### src/rtl/crd_pkg.sv
package crd_pkg;
  localparam int NUM_RATIOS = 6;
  localparam int CODE_W     = 3;

  typedef logic [CODE_W-1:0] ratio_code_t;

  typedef enum logic [1:0] {
    RATE_LOW  = 2'd0,
    RATE_MID  = 2'd1,
    RATE_HIGH = 2'd2,
    RATE_RSVD = 2'd3
  } rate_class_e;

  function automatic int unsigned ratio_of(int idx);
    case (idx)
      0:       return 128;
      1:       return 192;
      2:       return 256;
      3:       return 384;
      4:       return 512;
      default: return 768;
    endcase
  endfunction

  // highest code allowed at a given sample-rate class
  function automatic ratio_code_t max_code(rate_class_e rc);
    case (rc)
      RATE_LOW: return ratio_code_t'(NUM_RATIOS - 1);
      RATE_MID: return ratio_code_t'(NUM_RATIOS - 2);
      default:  return ratio_code_t'(1);
    endcase
  endfunction
endpackage

### src/rtl/crd_sync.sv
module crd_sync #(
  parameter int STAGES = 2
) (
  input  logic clk_i,
  input  logic rst_ni,
  input  logic d_i,
  output logic q_o
);
  logic [STAGES-1:0] sr_q;

  always_ff @(posedge clk_i or negedge rst_ni) begin
    if (!rst_ni) sr_q <= '0;
    else         sr_q <= {sr_q[STAGES-2:0], d_i};
  end

  assign q_o = sr_q[STAGES-1];
endmodule

### src/rtl/crd_init_timer.sv
module crd_init_timer #(
  parameter int INIT_CYCLES = 1024
) (
  input  logic clk_i,
  input  logic rst_ni,
  input  logic pwr_good_i,
  output logic done_o
);
  localparam int CW = $clog2(INIT_CYCLES + 1);
  localparam logic [CW-1:0] LIMIT = CW'(INIT_CYCLES);

  logic [CW-1:0] cnt_q;

  always_ff @(posedge clk_i or negedge rst_ni) begin
    if (!rst_ni)           cnt_q <= '0;
    else if (!pwr_good_i)  cnt_q <= '0;
    else if (cnt_q != LIMIT) cnt_q <= cnt_q + 1'b1;
  end

  assign done_o = (cnt_q == LIMIT);
endmodule

### src/rtl/crd_period_counter.sv
module crd_period_counter #(
  parameter int CNT_W = 10
) (
  input  logic             clk_i,
  input  logic             rst_ni,
  input  logic             en_i,
  input  logic             rise_i,
  output logic [CNT_W-1:0] meas_o,
  output logic             meas_vld_o,
  output logic             stall_o
);
  logic [CNT_W-1:0] cnt_q;
  logic             armed_q;

  always_ff @(posedge clk_i or negedge rst_ni) begin
    if (!rst_ni) begin
      cnt_q      <= '0;
      armed_q    <= 1'b0;
      meas_o     <= '0;
      meas_vld_o <= 1'b0;
    end else if (!en_i) begin
      cnt_q      <= '0;
      armed_q    <= 1'b0;
      meas_vld_o <= 1'b0;
    end else begin
      meas_vld_o <= 1'b0;
      if (rise_i) begin
        // first edge after enable only arms the counter
        if (armed_q) begin
          meas_o     <= cnt_q;
          meas_vld_o <= 1'b1;
        end
        armed_q <= 1'b1;
        cnt_q   <= CNT_W'(1);
      end else if (cnt_q != '1) begin
        cnt_q <= cnt_q + 1'b1;
      end
    end
  end

  assign stall_o = armed_q && (cnt_q == '1);
endmodule

### src/rtl/crd_classifier.sv
module crd_classifier
  import crd_pkg::*;
#(
  parameter int CNT_W = 10,
  parameter int TOL   = 2
) (
  input  logic [CNT_W-1:0] meas_i,
  input  rate_class_e      rate_i,
  output ratio_code_t      code_o,
  output logic             ok_o
);
  logic [NUM_RATIOS-1:0] hit;

  for (genvar g = 0; g < NUM_RATIOS; g++) begin : g_win
    localparam int unsigned LO = ratio_of(g) - TOL;
    localparam int unsigned HI = ratio_of(g) + TOL;
    assign hit[g] = (meas_i >= LO[CNT_W-1:0]) && (meas_i <= HI[CNT_W-1:0]);
  end

  always_comb begin
    code_o = '0;
    for (int i = NUM_RATIOS - 1; i >= 0; i--) begin
      if (hit[i]) code_o = ratio_code_t'(i);
    end
  end

  assign ok_o = (|hit) && (code_o <= max_code(rate_i));
endmodule

### src/rtl/crd_qualifier.sv
module crd_qualifier
  import crd_pkg::*;
(
  input  logic        clk_i,
  input  logic        rst_ni,
  input  logic        en_i,
  input  logic        meas_vld_i,
  input  ratio_code_t code_i,
  input  logic        ok_i,
  input  logic        stall_i,
  output ratio_code_t ratio_o,
  output logic        valid_o,
  output logic        unsup_o
);
  ratio_code_t prev_code_q;
  logic        prev_ok_q;

  always_ff @(posedge clk_i or negedge rst_ni) begin
    if (!rst_ni) begin
      ratio_o     <= '0;
      valid_o     <= 1'b0;
      unsup_o     <= 1'b0;
      prev_code_q <= '0;
      prev_ok_q   <= 1'b0;
    end else if (!en_i) begin
      ratio_o     <= '0;
      valid_o     <= 1'b0;
      unsup_o     <= 1'b0;
      prev_code_q <= '0;
      prev_ok_q   <= 1'b0;
    end else if (stall_i) begin
      valid_o   <= 1'b0;
      unsup_o   <= 1'b1;
      prev_ok_q <= 1'b0;
    end else if (meas_vld_i) begin
      if (ok_i) begin
        valid_o     <= prev_ok_q && (prev_code_q == code_i);
        unsup_o     <= 1'b0;
        ratio_o     <= code_i;
        prev_code_q <= code_i;
        prev_ok_q   <= 1'b1;
      end else begin
        valid_o   <= 1'b0;
        unsup_o   <= 1'b1;
        prev_ok_q <= 1'b0;
      end
    end
  end
endmodule

### src/rtl/clk_ratio_detect.sv
module clk_ratio_detect
  import crd_pkg::*;
#(
  parameter int CNT_W       = 10,
  parameter int TOL         = 2,
  parameter int INIT_CYCLES = 1024,
  parameter int SYNC_STAGES = 2
) (
  input  logic       clk_i,
  input  logic       rst_ni,
  input  logic       pwr_good_i,
  input  logic       fs_strobe_i,
  input  logic [1:0] rate_class_i,
  output logic [2:0] ratio_o,
  output logic       valid_o,
  output logic       unsupported_o
);
  logic             pg_sync, fs_sync, fs_prev_q, fs_rise;
  logic             init_done, meas_vld, stall, cls_ok;
  logic [CNT_W-1:0] meas;
  ratio_code_t      cls_code;

  crd_sync #(.STAGES(SYNC_STAGES)) i_pg_sync (
    .clk_i(clk_i), .rst_ni(rst_ni), .d_i(pwr_good_i), .q_o(pg_sync)
  );

  crd_sync #(.STAGES(SYNC_STAGES)) i_fs_sync (
    .clk_i(clk_i), .rst_ni(rst_ni), .d_i(fs_strobe_i), .q_o(fs_sync)
  );

  always_ff @(posedge clk_i or negedge rst_ni) begin
    if (!rst_ni) fs_prev_q <= 1'b0;
    else         fs_prev_q <= fs_sync;
  end

  assign fs_rise = fs_sync && !fs_prev_q;

  crd_init_timer #(.INIT_CYCLES(INIT_CYCLES)) i_init (
    .clk_i(clk_i), .rst_ni(rst_ni), .pwr_good_i(pg_sync), .done_o(init_done)
  );

  crd_period_counter #(.CNT_W(CNT_W)) i_cnt (
    .clk_i(clk_i), .rst_ni(rst_ni), .en_i(init_done), .rise_i(fs_rise),
    .meas_o(meas), .meas_vld_o(meas_vld), .stall_o(stall)
  );

  crd_classifier #(.CNT_W(CNT_W), .TOL(TOL)) i_cls (
    .meas_i(meas), .rate_i(rate_class_e'(rate_class_i)),
    .code_o(cls_code), .ok_o(cls_ok)
  );

  crd_qualifier i_qual (
    .clk_i(clk_i), .rst_ni(rst_ni), .en_i(init_done), .meas_vld_i(meas_vld),
    .code_i(cls_code), .ok_i(cls_ok), .stall_i(stall),
    .ratio_o(ratio_o), .valid_o(valid_o), .unsup_o(unsupported_o)
  );
endmodule

### config.mk
export PLATFORM = sky130hd
export DESIGN_NAME = clk_ratio_detect
export DESIGN_NICKNAME = d
export VERILOG_FILES = /design/src/rtl/crd_pkg.sv /design/src/rtl/crd_sync.sv /design/src/rtl/crd_init_timer.sv /design/src/rtl/crd_period_counter.sv /design/src/rtl/crd_classifier.sv /design/src/rtl/crd_qualifier.sv /design/src/rtl/clk_ratio_detect.sv
export SDC_FILE = /design/constraint.sdc
export NUM_CORES = 1
export LEC_CHECK = 0
export ABC_AREA = 0
export BUFFER_PORTS_ARGS = -buffer_cell sky130_fd_sc_hd__clkbuf_2
export CAP_MARGIN = 10
export CORE_AREA = 10 10 94 96
export DETAILED_ROUTE_END_ITERATION = 7
export DIE_AREA = 0 0 104 106
export PLACE_DENSITY = 0.47
export REMOVE_ABC_BUFFERS = 1
export SKIP_CTS_REPAIR_TIMING = 1
export SLEW_MARGIN = 20
export SYNTH_ARGS = -nofsm -noshare
export SYNTH_HDL_FRONTEND = slang
export SYNTH_HIERARCHICAL = 1
export SYNTH_SLANG_ARGS = --single-unit
### constraint.sdc
create_clock -name clk_i -period 2.7 [get_ports clk_i]
set_input_delay 0.135 -clock clk_i [delete_from_list [all_inputs] [get_ports clk_i]]
set_output_delay 0.135 -clock clk_i [all_outputs]
set_load 0.05 [all_outputs]
==> flow_metrics.py <==
metrics = {
    "floorplanning": {
        "die-height_um": 106,
        "num_rows": 31,
        "ios": 11,
        "initial_utilization": 0.334,
        "die_w_um": 104,
        "die_area_um2": 11000,
        "design.core.area_um2": 7060,
    },
    "worst_setup_path": {
        "crit_chain": "nor4_4 > nand2_1 > nor3_2 > a22oi_2 > a21o_1 > ha_1 > nand2_1 > o2bb2ai_2 > o31ai_4 > nand3_1 > or4_4 > a21oi_2",
        "cp.depth": 12,
        "rr_worst_depth": 12,
        "critPathSlowestCell": "or4_4",
        "cp_num_buf_inv": 0,
        "timing_worst_setup_path_type": "flip-flop to flip-flop",
        "cp.arrival_ns": 2.92,
        "end_kind": "flip-flop",
        "critPathTopFamily": "simple AND/OR/NAND/NOR gates",
        "cp_common_cell": "nand2_1",
        "slowest_delay_ns": 0.42,
        "crit_fanout": 6,
        "crit_required_ns": 2.94,
        "startpoint_type": "flip-flop",
    },
    "layout": {
        "syn_to_final_growth_pct": 16.2,
        "fin_nets": 253,
        "mostFrequentLayoutCell": "dfrtp_1",
        "diodes": 0,
        "drive_above_1_share": 0.226,
        "layout_common_cells": "dfrtp_1, nand2_1, a21oi_1, nand3_1, clkbuf_2",
        "final_cell_count_no_fill": 342,
        "design_area_um2": 2740,
    },
    "clocking": {
        "clk_pin_slew_worst_paths_ns": 0.09,
        "cts_sinks": 44,
        "clock_latency_ns": 0.30,
        "cts_buffer_depth": 2,
        "clock-root-buffer": "clkbuf_8",
        "cts_tree": "yes",
        "cts_made_buffers": 5,
        "htreeDepth": 2,
    },
    "yosys": {
        "syn_inst": 221,
        "synth-edff-count": 0,
        "yosysWarnings": 6,
        "avgSynthCellArea_um2": 10.7,
        "ys_seq_area_frac": 0.467,
        "syn_area_um2": 2360,
        "ys_async_sr_fraction": 1.00,
        "synth_ff_type": "dfrtp_1",
        "yosys.cell_types.count": 53,
        "ys_ff_latch": 44,
    },
    "placed_design": {
        "post-place-cells": 329,
        "gp_congestion": 0.712,
        "hpwl_mm": 3.51,
        "port_buffers": 10,
        "dp_slack_ns": 0.0403,
        "placed_area_um2": 2550,
    },
    "global_route": {
        "grt_overflow_total": 0,
        "grt_usage": 0.0880,
        "antenna_found_initial": 0,
        "grt_max_degree": 22,
        "grt_pass1_vias": 1572,
        "grt_pass1_wl_mm": 8.02,
    },
    "sta": {
        "setup_slack_ns": 0.0128,
        "setup_viol": 0,
        "skew_ns": 0.00730,
        "worst_slew_pin_slew_ns": 0.541,
        "post-route-period-util": 0.995,
        "fmax_ghz": 0.372,
        "layout_min_cycle_time_ns": 2.69,
        "drv_slew": 0,
        "hold_violations": 0,
        "max_slew_margin": 0.640,
        "finalHoldWorstSlack_ns": 0.347,
        "rsz0062_at_grt": "true",
    },
    "power": {
        "powerDensity_nw_per_um2": 459,
        "ir_drop_mv": 0.226,
        "leakage_nw": 1.21,
        "power_mw": 1.26,
    },
    "outcome": {
        "status": "finished, final reports clean",
    },
    "route": {
        "drc": 0,
        "post_drt_wl_per_cell_um": 13.9,
        "vias": 1757,
        "first_pass_iters": 4,
        "postRouteWirelength_mm": 4.76,
        "drt-initial-drc-count": 105,
        "drtAntennaViolNets": 0,
        "vias_per_cell": 5.14,
    },
    "min_path": {
        "hp-class": "input port to async pin",
    },
    "run": {
        "maxCapViolations": 0,
    },
}
[kinds of logic after synthesis]
kind of cell / share of synthesized area
AOI/OAI and AO/OA: 0.140
xor gates and xnor gates: 0.0334
adders and majority gates: 0.0265
and+or+nand+nor: 0.233
DFF: 0.467
buffers and inverters: 0.0276
muxes: 0.0727
[per-stage QoR]
step	utilization	TNS (ns)
floorplan	-	0
global placement	0.361	0
detailed placement	0.361	0
CTS	0.378	0
global route	0.388	-0.336
finish	0.388	0
[Yosys cell counts, drive strengths merged (4+ instances only)]
| library cell | number | area share |
|---|---|---|
| a21oi | 16 | 0.037 |
| and3 | 4 | 0.012 |
| and4 | 4 | 0.015 |
| buf | 4 | 0.0085 |
| dfrtp | 44 | 0.47 |
| ha | 5 | 0.027 |
| inv | 8 | 0.013 |
| mux2 | 9 | 0.043 |
| mux2i | 7 | 0.030 |
| nand2 | 14 | 0.022 |
| nand2b | 5 | 0.013 |
| nand3 | 12 | 0.031 |
| nand4 | 7 | 0.028 |
| nor2 | 5 | 0.0080 |
| nor2b | 6 | 0.019 |
| nor3 | 6 | 0.015 |
| o21ai | 8 | 0.017 |
| o31ai | 6 | 0.021 |
| or3 | 4 | 0.014 |
| or4 | 5 | 0.016 |
| xor2 | 8 | 0.030 |
[area by class of cell]
cell class / count / area (µm²)
sequential: 44 / 1100
tap: 99 / 124
timing repair buffer: 21 / 140
multi-input combinational: 161 / 1220
clock inverter: 2 / 38.8
clock buffer: 6 / 82.6
inverter: 9 / 33.8
fill: 726 / 4320
[per-layer routing]
layer | share of wire | track usage
met1 | 0.51 | 0.121
met2 | 0.45 | 0.130
met5 | 0 | 0
met3 | 0.035 | 0.0223
met4 | 0.0099 | 0.0328
[registers in the layout, summed over array words and instances (netlist names)]
signal              count
i_init/cnt_q           11
i_cnt/cnt_q            10
i_cnt/meas_o           10
i_qual/prev_code_q      3
i_fs_sync/sr_q          2
i_pg_sync/sr_q          2
fs_prev_q               1
i_cnt/armed_q           1
i_cnt/meas_vld_o        1
i_qual/prev_ok_q        1
i_qual/unsup_o          1
i_qual/valid_o          1
[power by group]
group          switching, mW  internal (mW)
Sequential           0.00827          0.666
Combinational         0.0276         0.0165
Clock                  0.237          0.303
Total                  0.273          0.985
[path summary, 6_finish.rpt]
| kind | to | from | slack (ns) |
|---|---|---|---|
| worst max-delay path | i_qual/valid_o$_DFFE_PN0P_ | i_cnt/meas_o[5]$_DFFE_PN0P_ | 0.01 |
| worst max register to register | i_qual/valid_o$_DFFE_PN0P_ | i_cnt/meas_o[5]$_DFFE_PN0P_ | 0.01 |
| worst min-delay path | i_init/cnt_q[10]$_DFFE_PN0P_ | rst_ni | 0.35 |
| max in group asynchronous | i_cnt/meas_o[8]$_DFFE_PN0P_ | rst_ni | 1.77 |
| min in group clk_i | i_pg_sync/sr_q[1]$_DFF_PN0_ | i_pg_sync/sr_q[0]$_DFF_PN0_ | 0.35 |
| worst min register to register | i_pg_sync/sr_q[1]$_DFF_PN0_ | i_pg_sync/sr_q[0]$_DFF_PN0_ | 0.35 |
Power figures use the tool's default switching activity.
